## config.mk

```make
export PLATFORM = sky130hd
export DESIGN_NAME = pll_div_ratio
export DESIGN_NICKNAME = d
export VERILOG_FILES = /design/src/rtl/pll_div_pkg.sv /design/src/rtl/pll_div_cfg.sv /design/src/rtl/pll_div_counter.sv /design/src/rtl/pll_div_ratio.sv
export SDC_FILE = /design/constraint.sdc
export NUM_CORES = 1
export LEC_CHECK = 0
export BUFFER_PORTS_ARGS = -buffer_cell sky130_fd_sc_hd__buf_4
export CAP_MARGIN = 20
export CORE_MARGIN = 2
export CORE_UTILIZATION = 52
export DETAILED_ROUTE_END_ITERATION = 8
export PLACE_DENSITY = 0.75
export RECOVER_POWER = 100
export SLEW_MARGIN = 5
export SYNTH_ARGS = -nofsm -noshare
export SYNTH_HDL_FRONTEND = slang
export SYNTH_SLANG_ARGS = --single-unit
```

## constraint.sdc

```tcl
create_clock -name clk -period 1.8 [get_ports clk]
set_clock_uncertainty 0.1 [all_clocks]
set_input_delay 0.09 -clock clk [delete_from_list [all_inputs] [get_ports clk]]
set_output_delay 0.09 -clock clk [all_outputs]
set_load 0.005 [all_outputs]
```

## src/rtl/pll_div_pkg.sv

```systemverilog
package pll_div_pkg;
  localparam logic [1:0] ADR_PBHI = 2'd0;  // fixed bits, pump, PB upper bits
  localparam logic [1:0] ADR_PBLO = 2'd1;  // PB lower byte
  localparam logic [1:0] ADR_QPO  = 2'd2;  // odd bit and reference field
  localparam int unsigned BYTE_W  = 8;
  localparam int unsigned PUMP_W  = 3;
  localparam int unsigned PUMP_LSB = 2;
endpackage

```

## src/rtl/pll_div_cfg.sv

```systemverilog
module pll_div_cfg
  import pll_div_pkg::*;
#(
  parameter int unsigned QW = 7,
  parameter int unsigned PBW = 10,
  parameter logic [2:0] FIXED_TOP = 3'b101
) (
  input  logic              clk,
  input  logic              rst,
  input  logic              wr_en,
  input  logic [1:0]        wr_addr,
  input  logic [BYTE_W-1:0] wr_data,
  input  logic [1:0]        rd_addr,
  output logic [BYTE_W-1:0] rd_data,
  output logic [QW-1:0]     q_fld,
  output logic              po_bit,
  output logic [PBW-1:0]    pb_fld,
  output logic [PUMP_W-1:0] pump
);
  localparam int unsigned HI_W = PBW - BYTE_W;

  logic [HI_W-1:0]   pb_hi_r;
  logic [BYTE_W-1:0] pb_lo_r;
  logic [QW-1:0]     q_r;
  logic              po_r;
  logic [PUMP_W-1:0] pump_r;
  logic [BYTE_W-1:0] rd_mux;

  always_ff @(posedge clk) begin
    if (rst) begin
      pb_hi_r <= '0;
      pb_lo_r <= '0;
      q_r     <= '0;
      po_r    <= 1'b0;
      pump_r  <= '0;
    end else if (wr_en) begin
      case (wr_addr)
        ADR_PBHI: begin
          pb_hi_r <= wr_data[HI_W-1:0];
          pump_r  <= wr_data[PUMP_LSB +: PUMP_W];
        end
        ADR_PBLO: pb_lo_r <= wr_data;
        ADR_QPO: begin
          q_r  <= wr_data[QW-1:0];
          po_r <= wr_data[BYTE_W-1];
        end
        default: ;
      endcase
    end
  end

  always_comb begin
    rd_mux = '0;
    case (rd_addr)
      ADR_PBHI: begin
        rd_mux[BYTE_W-1 -: 3]         = FIXED_TOP;
        rd_mux[PUMP_LSB +: PUMP_W]    = pump_r;
        rd_mux[HI_W-1:0]              = pb_hi_r;
      end
      ADR_PBLO: rd_mux = pb_lo_r;
      ADR_QPO: begin
        rd_mux[BYTE_W-1] = po_r;
        rd_mux[QW-1:0]   = q_r;
      end
      default: rd_mux = '0;
    endcase
  end

  always_ff @(posedge clk) begin
    if (rst) rd_data <= '0;
    else     rd_data <= rd_mux;
  end

  assign q_fld  = q_r;
  assign po_bit = po_r;
  assign pb_fld = {pb_hi_r, pb_lo_r};
  assign pump   = pump_r;
endmodule

```

## src/rtl/pll_div_counter.sv

```systemverilog
module pll_div_counter #(
  parameter int unsigned W = 8,
  parameter logic [W-1:0] RST_LOAD = '0
) (
  input  logic         clk,
  input  logic         rst,
  input  logic         tick,
  input  logic [W-1:0] ratio,
  output logic         pulse
);
  logic [W-1:0] cnt;
  logic         at_end;

  assign at_end = (cnt == '0);

  always_ff @(posedge clk) begin
    if (rst) begin
      cnt   <= RST_LOAD;
      pulse <= 1'b0;
    end else begin
      pulse <= tick & at_end;
      if (tick) begin
        if (at_end) cnt <= ratio - W'(1);
        else        cnt <= cnt - W'(1);
      end
    end
  end
endmodule

```

## src/rtl/pll_div_ratio.sv

```systemverilog
module pll_div_ratio
  import pll_div_pkg::*;
#(
  parameter int unsigned QW = 7,
  parameter int unsigned PBW = 10,
  parameter int unsigned Q_OFS = 2,
  parameter int unsigned PB_OFS = 4,
  parameter logic [2:0] FIXED_TOP = 3'b101
) (
  input  logic        clk,
  input  logic        rst,
  input  logic        wr_en,
  input  logic [1:0]  wr_addr,
  input  logic [7:0]  wr_data,
  input  logic [1:0]  rd_addr,
  output logic [7:0]  rd_data,
  input  logic        ref_tick,
  input  logic        fb_tick,
  output logic        ref_pulse,
  output logic        fb_pulse,
  output logic [2:0]  pump
);
  localparam int unsigned RW = QW + 1;
  localparam int unsigned FW = PBW + 2;
  localparam logic [RW-1:0] REF_LOAD0 = RW'(Q_OFS - 1);
  localparam logic [FW-1:0] FB_LOAD0  = FW'(2 * PB_OFS - 1);

  logic [QW-1:0]  q_fld;
  logic           po_bit;
  logic [PBW-1:0] pb_fld;
  logic [RW-1:0]  ref_ratio;
  logic [FW-1:0]  fb_ratio;

  pll_div_cfg #(.QW(QW), .PBW(PBW), .FIXED_TOP(FIXED_TOP)) u_cfg (
    .clk(clk), .rst(rst), .wr_en(wr_en), .wr_addr(wr_addr), .wr_data(wr_data),
    .rd_addr(rd_addr), .rd_data(rd_data), .q_fld(q_fld), .po_bit(po_bit),
    .pb_fld(pb_fld), .pump(pump)
  );

  assign ref_ratio = RW'(q_fld) + RW'(Q_OFS);
  assign fb_ratio  = FW'({pb_fld, po_bit}) + FW'(2 * PB_OFS);

  pll_div_counter #(.W(RW), .RST_LOAD(REF_LOAD0)) u_ref (
    .clk(clk), .rst(rst), .tick(ref_tick), .ratio(ref_ratio), .pulse(ref_pulse)
  );

  pll_div_counter #(.W(FW), .RST_LOAD(FB_LOAD0)) u_fb (
    .clk(clk), .rst(rst), .tick(fb_tick), .ratio(fb_ratio), .pulse(fb_pulse)
  );
endmodule

```

==> results of run 1 <==
[sequential cells by signal, summed over array words and instances (netlist names)]
register and cells:
u_cfg.q_fld 7, u_cfg.rd_data 8, u_cfg.pb_lo_r 8, u_fb.cnt 12, u_ref.cnt 8, u_cfg.po_bit 1, u_fb.pulse 1, u_cfg.pump 3
u_ref.pulse 1, u_cfg.pb_hi_r 2
[logic make-up (layout without fill, tap and decap cells)]
family          after synthesis  after routing  synth area share (%)
compound gates               59             59                  14.9
xor+xnor                     14             14                  4.62
simple gates                117            117                  22.7
mux                          32             32                  12.1
flops                        51             51                  38.5
fa+ha+maj                     6              6                  2.83
buf+inv                      28             94                  4.43
[worst paths after layout]
check	from	slack, ns	cells after the start	endpoint
worst max-delay path	u_fb.cnt[0]	0.03	6	u_fb.cnt[11]
worst min-delay path	rst	0.03	3	u_ref.cnt[0]
worst min register to register	u_ref.cnt[7]	0.40	1	u_ref.cnt[7]
worst max register to register	u_fb.cnt[0]	0.03	6	u_fb.cnt[11]
[placed cells by master (no fill, tap or decap), types with 3 or more instances in the layout]
cell type / netlist / routed
a21oi_1: 18 / 18
mux2i_1: 32 / 32
buf_4: 0 / 44
dfxtp_2: 0 / 3
nor2_1: 49 / 49
nor3_1: 8 / 7
nand4_1: 3 / 3
dlygate4sd3_1: 0 / 10
nand3b_1: 4 / 4
clkbuf_4: 1 / 11
ha_1: 6 / 4
xor2_1: 6 / 6
nand2_1: 21 / 20
xnor2_1: 8 / 8
o211ai_1: 8 / 8
clkbuf_8: 0 / 6
o31ai_1: 3 / 3
inv_1: 13 / 10
clkbuf_1: 12 / 5
nand3_1: 8 / 8
o21ai_0: 9 / 8
dfxtp_1: 51 / 47
[final cells by class]
type / instances / area [um2]
Inverter: 13 / 51.3
Clock buffer: 6 / 82.6
Tap cell: 70 / 87.6
Fill cell: 429 / 1610
Clock inverter: 2 / 35.0
Multi-Input combinational cell: 228 / 1560
Timing Repair Buffer: 73 / 559
Sequential cell: 51 / 1030
[synthesized netlist by cell type (all sizes together)]
master   count  area, um2
a2111oi      1       15.0
a211o        2       17.5
a211oi       1       7.51
a21oi       18       90.1
a221o        1       10.0
a22oi        1       7.51
a31oi        2       12.5
and2         1       6.26
and3         2       12.5
buf          2       16.3
clkbuf      13       52.6
dfxtp       51       1020
ha           6       75.1
inv         13       48.8
mux2i       32        320
nand2       22       85.1
nand2b       2       12.5
nand3        9       50.1
nand3b       4       30.0
nand4        3       18.8
nand4b       1       8.76
nor2        50        204
nor2b        2       12.5
nor3         8       40.0
nor3b        3       27.5
nor4         3       25.0
nor4b        3       32.5
o2111ai      1       8.76
o211ai       8       60.1
o21a         2       15.0
o21ai        9       45.0
o22ai        2       12.5
o311a        1       10.0
o311ai       2       17.5
o31a         1       8.76
o31ai        3       22.5
o32ai        2       17.5
o41ai        2       17.5
or3b         2       17.5
or4          2       18.8
xnor2        8       70.1
xor2         6       52.6
[routing by layer]
metal	vias up	share of wire [%]	global-route usage [%]	wire, um
met5	-	0	0	0
met4	0	2.1	8.77	140
met3	14	3.6	4.89	238
met2	54	49	38.5	3200
met1	1171	45	31.3	2970
li1	1222	-	-	-
[power by group through the flow]
stage                     Combinational, mW  Clock, mW  Sequential, mW
after global placement                0.363          0            1.24
final                                 0.409      0.831            1.22
after CTS                             0.393      0.845            1.21
after global routing                  0.449      0.886            1.22
after floorplan                       0.249          0            1.24
after detailed placement              0.372          0            1.24
[what timing repair did]
item	4_1_cts	5_1_grt
hold buffers	10	0
setup endpoints to repair	3	18
buffers inserted	0	4
hold endpoints to repair	23	0
gates cloned	0	1
resized for setup	2	21
pin swaps	0	5
[metrics by stage]
stage                     total power, mW  setup TNS [ns]  util [%]  worst slack [ns]  cells
after floorplan                      1.48         -0.0671         -           -0.0671    307
after global placement               1.60               0      62.2            0.0390    420
after detailed placement             1.61         -0.0369      62.2           -0.0369    420
after CTS                            2.45               0      66.6           0.00235    438
after global routing                 2.56          -0.159      68.0           -0.0384    443
final                                2.46               0      68.0            0.0288    443
[worst register-to-register path: stages, from the launching register on]
cell     delay, ns
dfxtp_4       0.37
or4_1         0.57
buf_4         0.18
nor2_1        0.08
nand4_1       0.14
o21a_1        0.13
o21ai_0       0.13
==> metrics.md, run 1 <==
| Metric | Value |
|---|---|
| Min Tclk post-route | `1.77 ns` |
| Fmax | `565 MHz` |
| Root Driver | `clkbuf_8` |
| WS Path Type | `reg -> reg` |
| Largest net degree at the start of global routing | `46` |
| First-pass GRT wire length | `10400 um` |
| Critical path required time | `1.93 ns` |
| Number of port buffers | `29` |
| Syn_nets | `330` |
| Mapped Cells | `307` |
| Crit path max-delay family | `simple AND/OR/NAND/NOR gates` |
| Die H | `75.4 um` |
| Clk network pwr share | `33.8%` |
| Clk buf depth | `2` |
| Sequential fraction of the synthesis area | `38.5%` |
| Final Hold Slack | `0.0265 ns` |
| DP HPWL | `4540 um` |
| Pwr Density | `722 mW/mm2` |
| Rows | `26` |
| Slowest stage delay, CP | `0.57 ns` |
| Non-Filler Cell Area, Final | `0.00340 mm2` |
| Crit path arrival time | `1.91 ns` |
| Worst setup EP type | `flop` |
| Clock transition at path regs | `0.09 ns` |
| Syn_area_per_cell | `8.64 um2` |
| Core area | `0.00501 mm2` |
| Boundary Pins | `30` |
| Routed Antenna Nets | `0` |
| Slew Limit Headroom | `27.3%` |
| Number of global-route vias before repair | `2188` |
| CTS tree | `built` |
| Area grow syn2layout | `28.3%` |
| Pint | `1.82 mW` |
| Max VDD drop | `0.000545 V` |
| Final nets | `395` |
| Grt ovf | `0` |
| Vias/cell | `5.56` |
| # setup viols final | `0` |
| Crit path buf inv count | `1` |
| Worst hold path type | `in -> reg` |
| Switching Fraction | `25.8%` |
| Share of cells above drive strength 1 | `23.3%` |
| Crit-path slowest cell | `or4_1` |
| Sequential fraction of design power | `49.5%` |
| Initial Util | `53.0%` |
| Comb power frac | `16.7%` |
| Clock latency on the worst-skew pair | `0.31 ns` |
| DRC Markers | `0` |
| Synthesized cell area | `0.00265 mm2` |
| # diodes | `0` |
| Critical path peak fanout | `5` |
| Least-Margin Pin Slew | `1.09 ns` |
| Total GRT Usage | `23.7%` |
| Sw power | `633 uW` |
| Starting DRT DRC Count | `156` |
| DR pass1 iterations | `4` |
| Wire per inst | `14.8 um` |
| CTS buffer count | `5` |
| Status | `completed` |
| Leak | `1.46 nW` |
| Max-cap viol count | `0` |
| Die width | `75.4 um` |
| Sink Count | `51` |
| Final period util | `98.4%` |
| CP Launch Type | `flop` |
| Via count | `2461` |
| Placer Congestion | `0.890` |
| Htree depth | `2` |
| Synth Warn # | `0` |
| Initial antenna violation count | `0` |
| #FFs+latches synth | `51` |
| Yosys cell types | `52` |
| Placed standard-cell area | `0.00312 mm2` |
| Fin. Hold Viols | `0` |
| Crit-path cells | `or4_1 -> buf_4 -> nor2_1 -> nand4_1 -> o21a_1 -> o21ai_0` |
| Total length of routed wires | `6550 um` |
| Max Slew Vio Count | `0` |
| Die area | `0.00569 mm2` |
Power figures use the tool's default switching activity.
==> inputs of run 2 (changes only) <==
--- a/config.mk
+++ b/config.mk
@@ -5,12 +5,14 @@
 export SDC_FILE = /design/constraint.sdc
 export NUM_CORES = 1
 export LEC_CHECK = 0
+export ABC_AREA = 1
 export BUFFER_PORTS_ARGS = -buffer_cell sky130_fd_sc_hd__buf_4
 export CAP_MARGIN = 20
 export CORE_MARGIN = 2
-export CORE_UTILIZATION = 52
+export CORE_UTILIZATION = 53
+export CTS_CLUSTER_DIAMETER = 100
 export DETAILED_ROUTE_END_ITERATION = 8
-export PLACE_DENSITY = 0.75
+export PLACE_DENSITY = 0.76
 export RECOVER_POWER = 100
 export SLEW_MARGIN = 5
 export SYNTH_ARGS = -nofsm -noshare
==> run 2 against run 1 <==
Wire length rose by 7.7%. Sequential power is essentially flat. Via count up 16%. Register-to-register slack better by 0.14 ns. Combinational power increased by 13%. Global-route usage rose by 0.69 points. Synthesized cell count grew 40%. Highest routed layer unchanged. Sequential share of layout area increased by 0.36 points.
==> metrics.md, run 2 <==
| Metric | Value |
|---|---|
| Least-Margin Pin Slew | `0.537 ns (-0.551 ns)` |
| Wire per inst | `13.0 um (-12%)` |
| DR pass1 iterations | `4 (unchanged)` |
| Primary FF master, synth | `dfxtp_1` |
| Crit-path slowest cell | `dlygate4sd3_1` |
| Rows | `26 (unchanged)` |
| # setup viols final | `0 (unchanged)` |
| Worst hold path type | `in -> reg` |
| Min Tclk post-route | `1.74 ns (-0.0293 ns)` |
| Die area | `0.00598 mm2 (+5.0%)` |
| Placer Congestion | `0.866 (-2.7%)` |
| Most frequent cells in the layout | `89 x nand2_1, 58 x inv_1, 51 x dfxtp_1` |
| CP Launch Type | `primary input` |
| Vias/cell | `5.26 (-5.3%)` |
| Post-synth EDFFs | `0 (unchanged)` |
| Pwr Density | `715 mW/mm2 (-0.89%)` |
| Boundary Pins | `30 (unchanged)` |
| Largest net degree at the start of global routing | `32 (-30%)` |
| Slew Limit Headroom | `64.2% (+37 points)` |
| Htree depth | `2 (unchanged)` |
| Clock transition at path regs | `0.11 ns (+0.02 ns)` |
| Slowest stage delay, CP | `0.57 ns (about the same)` |
| Worst hold path depth | `3 (unchanged)` |
| Final period util | `96.8% (-1.6 points)` |
| Core area | `0.00514 mm2 (+2.6%)` |
| Die width | `77.3 um (+2.5%)` |
| R2R cell count | `9 (+3)` |
| CTS buffer count | `5 (unchanged)` |
| # diodes | `0 (unchanged)` |
| Synth Warn # | `0 (unchanged)` |
| Total GRT Usage | `24.4% (+0.69 points)` |
| Fmax | `574 MHz (+1.7%)` |
| Top cell types by occurrence after synthesis | `88 x nand2_1, 58 x inv_1, 51 x dfxtp_1` |
| Starting DRT DRC Count | `218 (+40%)` |
| Final Hold Slack | `0.0232 ns (-0.00330 ns)` |
| Number of global-route vias before repair | `2589 (+18%)` |
| WS Path Type | `in -> reg` |
| Largest cells by area after synthesis | `dfxtp_1 36%, nand2_1 12%, inv_1 7.6%` |
| Status | `completed` |
| Mapped Cells | `429 (+40%)` |
| Clk buf depth | `2 (unchanged)` |
| Non-Filler Cell Area, Final | `0.00334 mm2 (-1.9%)` |
| Crit path arrival time | `1.84 ns (-0.07 ns)` |
| Final nets | `494 (+25%)` |
| Leak | `1.50 nW (+3.0%)` |
| Most frequent cell after synthesis | `nand2_1` |
| Number of port buffers | `29 (unchanged)` |
| Syn_area_per_cell | `6.64 um2 (-23%)` |
| Syn_nets | `452 (+37%)` |
| Die H | `77.3 um (+2.5%)` |
| Share of cells above drive strength 1 | `13.3% (-10 points)` |
| Max Slew Vio Count | `0 (unchanged)` |
| Sink Count | `51 (unchanged)` |
| #FFs+latches synth | `51 (unchanged)` |
| Placed standard-cell area | `0.00313 mm2 (+0.56%)` |
| Sequential fraction of the synthesis area | `35.8% (-2.6 points)` |
| Worst setup EP type | `flop` |
| DRC Markers | `0 (unchanged)` |
| Yosys cell types | `30 (-42%)` |
| Initial Util | `55.4% (+2.5 points)` |
| DP HPWL | `5220 um (+15%)` |
| Async SR Flop Fraction | `0% (unchanged)` |
| Critical path peak fanout | `5 (unchanged)` |
| Fin. Hold Viols | `0 (unchanged)` |
| Commonest non-fill, non-tap cell in the layout | `nand2_1` |
| Grt ovf | `0 (unchanged)` |
| Clock latency on the worst-skew pair | `0.31 ns (about the same)` |
| Initial antenna violation count | `0 (unchanged)` |
| Crit-path cells | `dlygate4sd3_1 -> clkbuf_1 -> inv_1 -> o21ai_0 -> a221oi_1 -> dlygate4sd3_1` |
| Routed Antenna Nets | `0 (unchanged)` |
| Yosys top cell by area | `dfxtp_1` |
| Placed Instances | `522 (+24%)` |
| Critical Path Stages | `6 (unchanged)` |
| Synthesized cell area | `0.00285 mm2 (+7.4%)` |
| Max-cap viol count | `0 (unchanged)` |
| Critical path required time | `1.90 ns (-0.03 ns)` |
| Max VDD drop | `0.000446 V (-18%)` |
| Final non-filler cell total | `542 (+22%)` |
| Root Driver | `clkbuf_8` |
| Via count | `2852 (+16%)` |
| First-pass GRT wire length | `11800 um (+14%)` |
| Max reg flops | `12 (unchanged)` |
| R2r setup slk | `0.17 ns (+0.14 ns)` |
| Filler instances | `484 (+13%)` |
| Area grow syn2layout | `17.2%` |
| Yosys top cell area share | `35.8% (-2.6 points)` |
| Setup_tns | `0 ns (unchanged)` |
| Crit path max-delay family | `buffers and inverters` |
| CTS tree | `built` |
| CP most frequent cell | `dlygate4sd3_1` |
| Top reg by flops | `u_fb.cnt` |
| RSZ-0062 raised after global routing | `no` |
| Final core occ | `65.0% (-3.0 points)` |
| Total length of routed wires | `7050 um (+7.7%)` |
| Crit path buf inv count | `4 (+3)` |
-- run 2: layer usage --
| metal | share of wire, % | GRT usage (%) | wire [um] |
|---|---|---|---|
| met3 | 3.6 | 3.76 | 256 |
| met1 | 50 | 33.5 | 3500 |
| met2 | 44 | 39.7 | 3110 |
| met4 | 2.5 | 6.96 | 176 |
| met5 | 0 | 0 | 0 |
-- run 2: final cells by class --
class	instances	area [um2]	area share (%)
multi-input combinational	308	1550	46.5
clock inverter	3	22.5	0.674
clock buffer	5	68.8	2.06
tap	70	87.6	2.62
sequential	51	1020	30.6
timing repair buffer	44	354	10.6
inverter	61	231	6.93
-- run 2: where the power goes --
group / total, mW / internal, mW / leakage (nW) / switching [mW]
Combinational: 0.461 / 0.181 / 1.04 / 0.280
Sequential: 1.25 / 1.19 / 0.417 / 0.0587
Clock: 0.676 / 0.279 / 0.0485 / 0.397
Total: 2.39 / 1.65 / 1.50 / 0.735
-- run 2: final timing paths --
check | startpoint | endpoint
setup / recovery | rd_addr[1] | u_cfg.rd_data[7]
hold / removal | wr_data[0] | u_cfg.q_fld[0]
setup reg to reg | u_fb.cnt[0] | u_fb.cnt[8]
hold reg to reg | u_fb.cnt[0] | u_fb.cnt[0]
-- run 2: worst register-to-register path, cell delays in order, from the launching register on --
cell and delay (ns):
dfxtp_1 0.32, inv_1 0.14, ha_1 0.26, nand2_1 0.10, nor2_1 0.18, nor2_1 0.06, o21ai_0 0.18, nand3_1 0.09
nand2_1 0.07, inv_1 0.03
-- run 2: stage by stage --
| step | power (mW) | setup slack (ns) |
|---|---|---|
| 6_report | 2.39 | 0.0580 |
| 5_1_grt | 2.52 | 0.000235 |
| 2_1_floorplan | 1.58 | 0.375 |
| 4_1_cts | 2.40 | 0.0710 |
| 3_5_place_dp | 1.71 | 0.186 |
| 3_3_place_gp | 1.71 | 0.234 |
-- run 2: logic make-up after synthesis --
family,after synthesis,share of synthesized area [%]
XOR/XNOR,9,2.77
flip-flops,51,35.8
buffers and inverters,70,9.62
adder cells (fa/ha/maj),6,2.63
AO/OA/AOI/OAI,83,15.5
AND/OR/NAND/NOR,210,33.6
-- run 2: timing repair --
action,in CTS,in global routing
resized for setup,0,1
hold buffers,12,0
setup buffers,0,0
endpoints found under the hold margin,20,0
endpoints found under the setup margin,0,1
==> inputs of run 3 (changes only) <==
--- a/config.mk
+++ b/config.mk
@@ -17,4 +17,5 @@
 export SLEW_MARGIN = 5
 export SYNTH_ARGS = -nofsm -noshare
 export SYNTH_HDL_FRONTEND = slang
+export SYNTH_HIERARCHICAL = 1
 export SYNTH_SLANG_ARGS = --single-unit
==> run 3 against run 2 <==
The flow now finishes with violations (negative setup slack). Largest power group unchanged. Setup slack got worse by 0.13 ns. Hold slack got worse by 0.0012 ns. Maximum frequency fell by 6.9%. Clock-buffer cell count rose by 1. Via count rose by 12%. Largest cell class unchanged. Combinational power rose by 19%. Wire length rose by 15%. Clock power rose by 14%. Utilization rose by 4.8 points. Final area rose by 16%.
==> metrics.md, run 3 <==
| Metric | Value |
|---|---|
| Status | `finished, violations left` |
| Failing checks | `negative setup slack` |
| Boundary Pins | `30 (unchanged)` |
| Share of cells above drive strength 1 | `28.0% (+15 points)` |
| Die H | `79.8 um (+3.2%)` |
| #FFs+latches synth | `51 (unchanged)` |
| Worst hold path type | `in -> reg` |
| Grt ovf | `0 (unchanged)` |
| DR pass1 iterations | `5 (+1)` |
| Crit path arrival time | `1.97 ns (+0.13 ns)` |
| Top reg by flops | `u_fb/cnt` |
| Wire per inst | `13.8 um (+5.9%)` |
| Fin. Hold Viols | `0 (unchanged)` |
| Clock latency on the worst-skew pair | `0.30 ns (about the same)` |
| Least-Margin Pin Slew | `0.441 ns (-0.0959 ns)` |
| Primary FF master, synth | `dfxtp_1` |
| Core area | `0.00554 mm2 (+7.8%)` |
| Syn_nets | `472 (+4.4%)` |
| Critical path required time | `1.89 ns (about the same)` |
| Largest net degree at the start of global routing | `33 (+3.1%)` |
| Max-cap viol count | `0 (unchanged)` |
| Final nets | `536 (+8.5%)` |
| Leak | `1.71 nW (+14%)` |
| Worst R2R End | `u_fb/cnt[10]` |
| Vias/cell | `5.43 (+3.3%)` |
| Slew Limit Headroom | `70.6% (+6.4 points)` |
| Clock transition at path regs | `0.09 ns (-0.02 ns)` |
| First-pass GRT wire length | `12400 um (+5.1%)` |
| Area grow syn2layout | `27.1%` |
| Yosys top cell by area | `dfxtp_1` |
| Syn_area_per_cell | `6.75 um2 (+1.6%)` |
| Final core occ | `69.8% (+4.8 points)` |
| Max Slew Vio Count | `0 (unchanged)` |
| Max reg flops | `12 (unchanged)` |
| Root Driver | `clkbuf_8` |
| Mapped Cells | `451 (+5.1%)` |
| Starting DRT DRC Count | `150 (-31%)` |
| Crit-path slowest cell | `dfxtp_2` |
| Slowest stage delay, CP | `0.33 ns (-0.24 ns)` |
| Post-route worst setup slack | `-0.0702 ns (-0.128 ns)` |
| Sink Count | `51 (unchanged)` |
| Yosys cell types | `36 (+20%)` |
| Crit path buf inv count | `2 (-2)` |
| Crit-path cells | `nor2_2 -> nand2_1 -> nor2_4 -> buf_6 -> nand3_1 -> nand2_2 -> nor2_1 -> inv_1 -> nor2_4 -> a21oi_2 -> nor2_1` |
| Synthesized cell area | `0.00304 mm2 (+6.8%)` |
| Routed Antenna Nets | `0 (unchanged)` |
| R2r setup slk | `-0.07 ns (-0.24 ns)` |
| Setup WS pre-CTS | `-0.0146 ns (-0.201 ns)` |
| Placer Congestion | `1.03 (+19%)` |
| Fmax | `535 MHz (-6.9%)` |
| Critical path peak fanout | `6 (+1)` |
| Final period util | `104% (+7.1 points)` |
| Number of global-route vias before repair | `2827 (+9.2%)` |
| GR Layer Usage met3 | `4.19% (+0.42 points)` |
| Met2 track demand over resource | `41.8% (+2.0 points)` |
| Most frequent cell after synthesis | `nand2_1` |
| Worst Hold End | `u_fb/pulse` |
| Total length of routed wires | `8080 um (+15%)` |
| Rows | `27 (+3.8%)` |
| Global Route met1 Usage | `31.6% (-1.9 points)` |
| # diodes | `0 (unchanged)` |
| Die area | `0.00636 mm2 (+6.5%)` |
| Crit path max-delay family | `simple AND/OR/NAND/NOR gates` |
| WS Path Type | `reg -> reg` |
| DP HPWL | `5580 um (+6.8%)` |
| DRC Markers | `0 (unchanged)` |
| CTS buffer count | `5 (unchanged)` |
| Top Usage Layer GRT | `met2` |
| Number of port buffers | `29 (unchanged)` |
| Largest cells by area after synthesis | `dfxtp_1 34%, nand2_1 13%, a21oi_1 6.3%` |
| Pwr Density | `657 mW/mm2 (-8.1%)` |
| # setup viols final | `7 (+7)` |
| Max VDD drop | `0.000481 V (+7.9%)` |
| R2R cell count | `11 (+2)` |
| Async SR Flop Fraction | `0% (unchanged)` |
| CP Launch Type | `flop` |
| Sequential fraction of the synthesis area | `33.6% (-2.3 points)` |
| HP Start | `fb_tick` |
| Synth Warn # | `6 (+6)` |
| Clk buf depth | `2 (unchanged)` |
| Initial antenna violation count | `0 (unchanged)` |
| Htree depth | `2 (unchanged)` |
| Crit Reg-Reg Startpoint | `u_fb/cnt[11]` |
| Worst setup EP type | `flop` |
| Initial Util | `54.9% (-0.51 points)` |
| Min Tclk post-route | `1.87 ns (+0.128 ns)` |
| Yosys top cell area share | `33.6% (-2.3 points)` |
| Top cell types by occurrence after synthesis | `108 x nand2_1, 51 x dfxtp_1, 49 x inv_1` |
| Most frequent cells in the layout | `95 x nand2_1, 47 x inv_1, 40 x nor2_1, 40 x dfxtp_1, 36 x a21oi_1` |
| CTS tree | `built` |
| Die width | `79.8 um (+3.2%)` |
| Commonest non-fill, non-tap cell in the layout | `nand2_1` |
| Via count | `3190 (+12%)` |
| RSZ-0062 raised after global routing | `yes` |
| Total GRT Usage | `24.9% (+0.44 points)` |
| Worst hold path depth | `3 (unchanged)` |
| Post-synth EDFFs | `0 (unchanged)` |
run 3: cell types whose count changed after synthesis, moves of 4 or more:
cell | before | now
o21ai_0 | 37 | 12
nand2_1 | 88 | 108
nand4_1 | 6 | 21
inv_1 | 58 | 49
a21oi_1 | 31 | 38
inv_2 | 1 | 8
nand3b_1 | 1 | 8
nand3_1 | 42 | 36
nor3_1 | 8 | 2
buf_6 | 0 | 4
run 3: worst reg2reg max path, cell delays in order (launching register included):
cell and delay [ns]:
dfxtp_2 0.33, nor2_2 0.11, nand2_1 0.09, nor2_4 0.22, buf_6 0.16, nand3_1 0.14
nand2_2 0.15, nor2_1 0.07, inv_1 0.10, nor2_4 0.07, a21oi_2 0.15, nor2_1 0.07
run 3: layout make-up:
cell class	count	area, um2
fillers	467	1670
clock buffers	6	72.6
clock inverters	1	30.0
inverters	57	214
repair buffers	74	578
well taps	72	90.1
multi-input cells	326	1850
flip-flops and latches	51	1030
run 3: worst max-delay path by stage:
stage | startpoint | end | depth (start not counted)
global route | u_fb/cnt[9] | u_fb/cnt[6] | 11
floorplan | u_fb/cnt[8] | u_fb/cnt[4] | 14
global placement | u_cfg/pb_lo_r[2] | u_fb/cnt[10] | 10
CTS | u_fb/cnt[1] | u_fb/cnt[4] | 13
finish | u_fb/cnt[11] | u_fb/cnt[10] | 11
detailed placement | u_fb/cnt[1] | u_fb/cnt[4] | 13
run 3: through the flow:
step	hold WS (ns)	area, um2	total power [mW]	cells	setup TNS, ns
6_report	0.0220	3870	2.54	587	-0.189
5_1_grt	0.0243	3870	2.68	587	-0.999
4_1_cts	0.000364	3570	2.47	571	-0.00693
3_5_place_dp	0.276	3380	1.69	556	-0.0185
3_3_place_gp	0.262	3380	1.68	556	0
2_1_floorplan	0.0624	3040	1.56	451	0
run 3: per-layer routing:
metal | vias to the layer above | share of wire, %
li1 | 1596 | -
met1 | 1472 | 42
met2 | 94 | 50
met3 | 28 | 4.2
met4 | 0 | 3.6
met5 | - | 0
run 3: cell families after synthesis:
kind of cell	after synthesis	synth area share, %
AO/OA/AOI/OAI	67	12.2
XOR/XNOR	7	2.01
adder cells (fa/ha/maj)	4	1.64
buffers and inverters	74	11.1
flip-flops	51	33.6
AND/OR/NAND/NOR	248	39.5
run 3: report_power, final:
group          switching (mW)  internal, mW  leakage [nW]
combinational           0.325         0.223          1.24
sequential             0.0411          1.18         0.420
clock                   0.362         0.408        0.0513
run 3: what timing repair did:
item                                    4_1_cts  5_1_grt
cloned                                        0        1
buffers inserted                              0       13
resized for setup                             4       58
hold buffers                                  8        2
pin swaps                                     1       26
endpoints found under the setup margin        3       13
endpoints found under the hold margin        15        2
